**src/rtl/pcam_pkg.sv**
```systemverilog
package pcam_pkg;
  localparam int unsigned DEF_WORD_W  = 16;
  localparam int unsigned DEF_ENTRIES = 16;

  // width needed to hold values 0..n
  function automatic int unsigned cnt_width(input int unsigned n);
    return (n < 1) ? 1 : $clog2(n + 1);
  endfunction
endpackage

```
**src/rtl/pcam_popcount.sv**
```systemverilog
module pcam_popcount #(
  parameter int unsigned WORD_W = 16,
  parameter int unsigned PAR_W  = 5
) (
  input  logic [WORD_W-1:0] word_i,
  output logic [PAR_W-1:0]  count_o
);
  localparam int unsigned LEVELS = (WORD_W < 2) ? 0 : $clog2(WORD_W);
  localparam int unsigned LEAVES = 1 << LEVELS;

  for (genvar l = 0; l <= LEVELS; l++) begin : g_lvl
    logic [PAR_W-1:0] node [LEAVES >> l];
    if (l == 0) begin : g_leaf
      for (genvar i = 0; i < LEAVES; i++) begin : g_bit
        if (i < WORD_W) begin : g_used
          assign node[i] = PAR_W'(word_i[i]);
        end else begin : g_pad
          assign node[i] = '0;
        end
      end
    end else begin : g_sum
      for (genvar i = 0; i < (LEAVES >> l); i++) begin : g_add
        assign node[i] = g_lvl[l-1].node[2*i] + g_lvl[l-1].node[2*i+1];
      end
    end
  end

  assign count_o = g_lvl[LEVELS].node[0];
endmodule

```
**src/rtl/pcam_store.sv**
```systemverilog
module pcam_store #(
  parameter int unsigned WORD_W  = 16,
  parameter int unsigned ENTRIES = 16,
  parameter int unsigned PAR_W   = 5,
  parameter int unsigned ADDR_W  = 4
) (
  input  logic              clk_i,
  input  logic              rst_ni,
  input  logic              wr_en_i,
  input  logic              wr_valid_i,
  input  logic [ADDR_W-1:0] wr_addr_i,
  input  logic [WORD_W-1:0] wr_data_i,
  output logic [WORD_W-1:0] words_o [ENTRIES],
  output logic [PAR_W-1:0]  pars_o  [ENTRIES],
  output logic [ENTRIES-1:0] vld_o
);
  logic [PAR_W-1:0] wr_par;

  pcam_popcount #(.WORD_W(WORD_W), .PAR_W(PAR_W)) u_wr_pop (
    .word_i (wr_data_i),
    .count_o(wr_par)
  );

  for (genvar e = 0; e < ENTRIES; e++) begin : g_ent
    logic sel;
    assign sel = wr_en_i && (wr_addr_i == ADDR_W'(e));

    always_ff @(posedge clk_i or negedge rst_ni) begin
      if (!rst_ni) begin
        words_o[e] <= '0;
        pars_o[e]  <= '0;
        vld_o[e]   <= 1'b0;
      end else if (sel) begin
        words_o[e] <= wr_data_i;
        pars_o[e]  <= wr_par;
        vld_o[e]   <= wr_valid_i;
      end
    end
  end
endmodule

```
**src/rtl/pcam_param_filter.sv**
```systemverilog
module pcam_param_filter #(
  parameter int unsigned WORD_W  = 16,
  parameter int unsigned ENTRIES = 16,
  parameter int unsigned PAR_W   = 5
) (
  input  logic               clk_i,
  input  logic               rst_ni,
  input  logic               search_i,
  input  logic [WORD_W-1:0]  key_i,
  input  logic [PAR_W-1:0]   pars_i [ENTRIES],
  input  logic [ENTRIES-1:0] vld_i,
  output logic               s1_vld_o,
  output logic [WORD_W-1:0]  s1_key_o,
  output logic [ENTRIES-1:0] s1_en_o
);
  logic [PAR_W-1:0]   key_par;
  logic [ENTRIES-1:0] en_d;

  pcam_popcount #(.WORD_W(WORD_W), .PAR_W(PAR_W)) u_key_pop (
    .word_i (key_i),
    .count_o(key_par)
  );

  for (genvar e = 0; e < ENTRIES; e++) begin : g_cmp
    assign en_d[e] = vld_i[e] && (pars_i[e] == key_par);
  end

  always_ff @(posedge clk_i or negedge rst_ni) begin
    if (!rst_ni) begin
      s1_vld_o <= 1'b0;
      s1_key_o <= '0;
      s1_en_o  <= '0;
    end else begin
      s1_vld_o <= search_i;
      if (search_i) begin
        s1_key_o <= key_i;
        s1_en_o  <= en_d;
      end
    end
  end
endmodule

```
**src/rtl/pcam_word_match.sv**
```systemverilog
module pcam_word_match #(
  parameter int unsigned WORD_W  = 16,
  parameter int unsigned ENTRIES = 16,
  parameter int unsigned ADDR_W  = 4,
  parameter int unsigned CNT_W   = 5
) (
  input  logic               clk_i,
  input  logic               rst_ni,
  input  logic               s1_vld_i,
  input  logic [WORD_W-1:0]  s1_key_i,
  input  logic [ENTRIES-1:0] s1_en_i,
  input  logic [WORD_W-1:0]  words_i [ENTRIES],
  output logic               valid_o,
  output logic               hit_o,
  output logic [ADDR_W-1:0]  hit_addr_o,
  output logic [CNT_W-1:0]   cmp_count_o
);
  logic [ENTRIES-1:0] match;
  logic [ADDR_W-1:0]  pick;
  logic [CNT_W-1:0]   en_cnt;

  // full compare only on entries that passed the tag filter
  for (genvar e = 0; e < ENTRIES; e++) begin : g_full
    assign match[e] = s1_en_i[e] && (words_i[e] == s1_key_i);
  end

  always_comb begin
    pick = '0;
    for (int e = ENTRIES - 1; e >= 0; e--) begin
      if (match[e]) pick = ADDR_W'(e);
    end
  end

  always_comb begin
    en_cnt = '0;
    for (int e = 0; e < ENTRIES; e++) begin
      en_cnt = en_cnt + CNT_W'(s1_en_i[e]);
    end
  end

  always_ff @(posedge clk_i or negedge rst_ni) begin
    if (!rst_ni) begin
      valid_o     <= 1'b0;
      hit_o       <= 1'b0;
      hit_addr_o  <= '0;
      cmp_count_o <= '0;
    end else begin
      valid_o <= s1_vld_i;
      if (s1_vld_i) begin
        hit_o       <= |match;
        hit_addr_o  <= pick;
        cmp_count_o <= en_cnt;
      end
    end
  end
endmodule

```
**src/rtl/pcam_search.sv**
```systemverilog
module pcam_search #(
  parameter int unsigned WORD_W  = pcam_pkg::DEF_WORD_W,
  parameter int unsigned ENTRIES = pcam_pkg::DEF_ENTRIES,
  parameter int unsigned ADDR_W  = (ENTRIES < 2) ? 1 : $clog2(ENTRIES),
  parameter int unsigned CNT_W   = pcam_pkg::cnt_width(ENTRIES)
) (
  input  logic              clk_i,
  input  logic              rst_ni,
  input  logic              wr_en_i,
  input  logic              wr_valid_i,
  input  logic [ADDR_W-1:0] wr_addr_i,
  input  logic [WORD_W-1:0] wr_data_i,
  input  logic              search_i,
  input  logic [WORD_W-1:0] key_i,
  output logic              valid_o,
  output logic              hit_o,
  output logic [ADDR_W-1:0] hit_addr_o,
  output logic [CNT_W-1:0]  cmp_count_o
);
  localparam int unsigned PAR_W = pcam_pkg::cnt_width(WORD_W);

  logic [WORD_W-1:0]  words [ENTRIES];
  logic [PAR_W-1:0]   pars  [ENTRIES];
  logic [ENTRIES-1:0] vld;
  logic               s1_vld;
  logic [WORD_W-1:0]  s1_key;
  logic [ENTRIES-1:0] s1_en;

  pcam_store #(
    .WORD_W(WORD_W), .ENTRIES(ENTRIES), .PAR_W(PAR_W), .ADDR_W(ADDR_W)
  ) u_store (
    .clk_i     (clk_i),
    .rst_ni    (rst_ni),
    .wr_en_i   (wr_en_i),
    .wr_valid_i(wr_valid_i),
    .wr_addr_i (wr_addr_i),
    .wr_data_i (wr_data_i),
    .words_o   (words),
    .pars_o    (pars),
    .vld_o     (vld)
  );

  pcam_param_filter #(
    .WORD_W(WORD_W), .ENTRIES(ENTRIES), .PAR_W(PAR_W)
  ) u_filter (
    .clk_i   (clk_i),
    .rst_ni  (rst_ni),
    .search_i(search_i),
    .key_i   (key_i),
    .pars_i  (pars),
    .vld_i   (vld),
    .s1_vld_o(s1_vld),
    .s1_key_o(s1_key),
    .s1_en_o (s1_en)
  );

  pcam_word_match #(
    .WORD_W(WORD_W), .ENTRIES(ENTRIES), .ADDR_W(ADDR_W), .CNT_W(CNT_W)
  ) u_match (
    .clk_i      (clk_i),
    .rst_ni     (rst_ni),
    .s1_vld_i   (s1_vld),
    .s1_key_i   (s1_key),
    .s1_en_i    (s1_en),
    .words_i    (words),
    .valid_o    (valid_o),
    .hit_o      (hit_o),
    .hit_addr_o (hit_addr_o),
    .cmp_count_o(cmp_count_o)
  );
endmodule

```
**config.mk**
```make
export PLATFORM = sky130hd
export DESIGN_NAME = pcam_search
export DESIGN_NICKNAME = d
export VERILOG_FILES = /design/src/rtl/pcam_pkg.sv /design/src/rtl/pcam_popcount.sv /design/src/rtl/pcam_store.sv /design/src/rtl/pcam_param_filter.sv /design/src/rtl/pcam_word_match.sv /design/src/rtl/pcam_search.sv
export SDC_FILE = /design/constraint.sdc
export NUM_CORES = 1
export LEC_CHECK = 0
export ABC_CLOCK_PERIOD_IN_PS = 4550
export BUFFER_PORTS_ARGS = -buffer_cell sky130_fd_sc_hd__buf_2
export CAP_MARGIN = 15
export CELL_PAD_IN_SITES_DETAIL_PLACEMENT = 1
export CELL_PAD_IN_SITES_GLOBAL_PLACEMENT = 1
export CORE_ASPECT_RATIO = 0.9
export CORE_MARGIN = 4
export CORE_UTILIZATION = 50
export DETAILED_ROUTE_END_ITERATION = 7
export PLACE_DENSITY = 0.82
export SYNTH_ARGS = -nofsm -noshare
export SYNTH_HDL_FRONTEND = slang
export SYNTH_SLANG_ARGS = --single-unit
```
**constraint.sdc**
```tcl
create_clock -name clk_i -period 4.55 [get_ports clk_i]
set_input_delay 0.91 -clock clk_i [delete_from_list [all_inputs] [get_ports clk_i]]
set_output_delay 0.91 -clock clk_i [all_outputs]
set_load 0.02 [all_outputs]
```
==> metrics.txt <==
Final Hold Viols=0; PwrDens=642 nW/um2; worst skew pair latency=570 ps; run status=finished, violations left; die area=42,500 um2; Setup violations, final=16; Worst EP required=5020 ps; mean post-synth cell area=9.91 um2; initial antenna violation count=2; Syn Inst Count=1,980; io pins=52; Arr. time, crit path=5550 ps; Post-DP HPWL=47,300 um; Initial Util=0.509; Die Wd=217 um; via count=16,300; register area share after synthesis=0.505; drt wl/cell=29.7 um; Critical path origin=key_i[2]; Critical Path End Type=flop; Final Cycle Share=1.12; die height=196 um; Slew HR=0.177; kind of start point of the critical path=input port; CP max FO=7; global-route wire length before repair=113,000 um; ys async rst share=1.00; Num CTS Buffers=42; critical path type=input port to flop; Yosys warning total=0; failing checks=setup timing; drt pass-1 iters=5; pins over their slew limit=0; floorplan core area=38,500 um2; std cell rows=68; Layout area overhead=16.1%; RePlAce Congestion=0.893; setup ws final=-535 ps; leakage=10.6 nW; maximum VDD drop=582 uV; Clk pin slew, worst setup/hold paths=70 ps; CTS Root Cell=clkbuf_16; syn nets=2,066; Worst Tran Pin Value=1230 ps; post-placement cell area=20,900 um2; max-cap violations=0; clock sinks=396; Post-synth EDFFs=0; Buffers on Ports=51; Nets=2,148; Hold Path Class=input port to async pin; Yosys reg bits=396; DR iter-0 viols=1,656; Via-to-Cell Ratio=6.21; CTS tree=done; worst slack at placement=-1050 ps; Antenna Nets Post-Route=0; Post-Syn Area=19,600 um2; min Tclk post-route=5080 ps; synth unique cells=43; GRT Residual Overflow=0; Tot Pwr=14.6 mW; DRC Markers=0; WL final=77,900 um; largest net degree at the start of global routing=94; H-tree depth=2; Fin Clk Skew=24.7 ps; Final Util=0.591; RSZ-0062 raised after global routing=yes; Max clock buf depth=3; layout cells sized above 1=0.170; dpl cells=2,523; vias in the first global route=17,600; Final Non-Filler Cells=2,619; Synth Flop Type=dfrtp_1; r2r startpoint=u_filter.s1_en_o[0]; final instance area=22,800 um2; max frequency=0.197 GHz; GRT Resource Usage Total=0.356
==> cell usage in the layout (no fill, tap or decap), drive strengths merged, types with 5 or more instances in the layout <==
master  count
nand2     537
xnor2     166
o22ai      13
inv        60
fa         30
clkbuf     66
dfrtp     396
nor2       16
a21oi       8
nand2b      9
buf       157
mux2       79
nor4       45
nor2b       5
o21ai     194
clkinv      6
xor2      176
or4        23
nand4      25
ha         15
nand3      30
a21o        5
==> final cells by class <==
type	count	area [um2]
diodes	1	2.50
clock buffers	66	1310
clock inverters	9	80.1
fillers	4184	15800
inverters	59	221
multi-input cells	1406	9260
flip-flops and latches	396	9910
well taps	525	657
repair buffers	157	1340
==> registers in the layout (all words and copies together), names as in the netlist <==
signal and flops:
u_filter.s1_en_o 16, u_store.pars_o 80, u_filter.s1_vld_o 1, u_match.hit_addr_o 4, u_match.hit_o 1, u_filter.s1_key_o 16, u_store.words_o 256, u_store.vld_o 16
u_match.valid_o 1, u_match.cmp_count_o 5
==> critical path: stages <==
cell and delay [ps]:
buf_6 100, fa_1 570, inv_2 50, fa_1 580
inv_2 60, fa_1 480, inv_1 50, fa_1 460
fa_2 360, inv_2 80, fa_2 550, buf_6 180
buf_6 110, xnor2_2 150, nand3_1 160, or4_4 520
o22ai_2 180
==> kinds of logic after synthesis <==
logic type | count (synthesis) | synth area share
simple gates | 705 | 0.155
buf+inv | 178 | 0.0379
mux | 79 | 0.0453
fa+ha+maj | 45 | 0.0402
xor+xnor | 342 | 0.153
flops | 396 | 0.505
compound gates | 235 | 0.0640
==> per-layer routing <==
layer	global-route usage	up-vias	wire (um)
met4	0.198	2	5880
li1	-	6613	-
met2	0.579	957	36300
met3	0.0805	365	7050
met1	0.444	8328	28700
met5	0	-	10
==> cell usage after synthesis, drive strengths merged, types with 3 or more instances <==
cell / n / area share
xor2: 176 / 0.079
nand3: 30 / 0.0077
or4: 23 / 0.0088
o21ai: 194 / 0.049
a21o: 5 / 0.0019
o2bb2ai: 4 / 0.0018
nor4: 45 / 0.015
mux2: 79 / 0.045
fa: 30 / 0.031
ha: 15 / 0.0096
nor2b: 5 / 0.0016
o41ai: 4 / 0.0018
nor2: 16 / 0.0031
buf: 36 / 0.011
nand4: 25 / 0.0080
clkbuf: 83 / 0.016
inv: 59 / 0.011
nand2b: 9 / 0.0029
a311oi: 3 / 0.0013
dfrtp: 396 / 0.51
nor3: 4 / 0.0010
o22ai: 13 / 0.0041
a21oi: 8 / 0.0020
nand2: 537 / 0.10
xnor2: 166 / 0.074
==> power breakdown <==
| group | switching, mW | leakage (nW) | internal, mW |
|---|---|---|---|
| combinational | 3.23 | 4.92 | 2.56 |
| clock | 1.55 | 0.690 | 2.04 |
| sequential | 0.873 | 5.03 | 4.38 |
| total | 5.65 | 10.6 | 8.97 |
==> final timing paths <==
check,end,slack [ps],cells past startpoint
min reg2reg,u_store.words_o[36],500,2
min,u_store.words_o[219],310,1
max reg2reg,u_match.cmp_count_o[4],30,11
min in group clk_i,u_store.words_o[36],500,2
max in group asynchronous,u_store.words_o[178],3090,2
max,u_filter.s1_en_o[14],-530,17
==> through the flow <==
stage | hold slack (ps) | TNS (ps)
after global placement | 475 | -17640
final | 310 | -5540
after floorplan | 352 | -6290
after CTS | 350 | -2460
after global routing | 374 | -6890
after detailed placement | 480 | -24130
==> timing repair <==
| item | CTS | global route |
|---|---|---|
| hold endpoints to repair | 0 | 0 |
| pin swaps | 19 | 3 |
| resized for setup | 23 | 23 |
| hold buffers | 0 | 0 |
| endpoints found under the setup margin | 16 | 19 |
| setup buffers | 13 | 3 |
(Power assumes the default switching activity.)
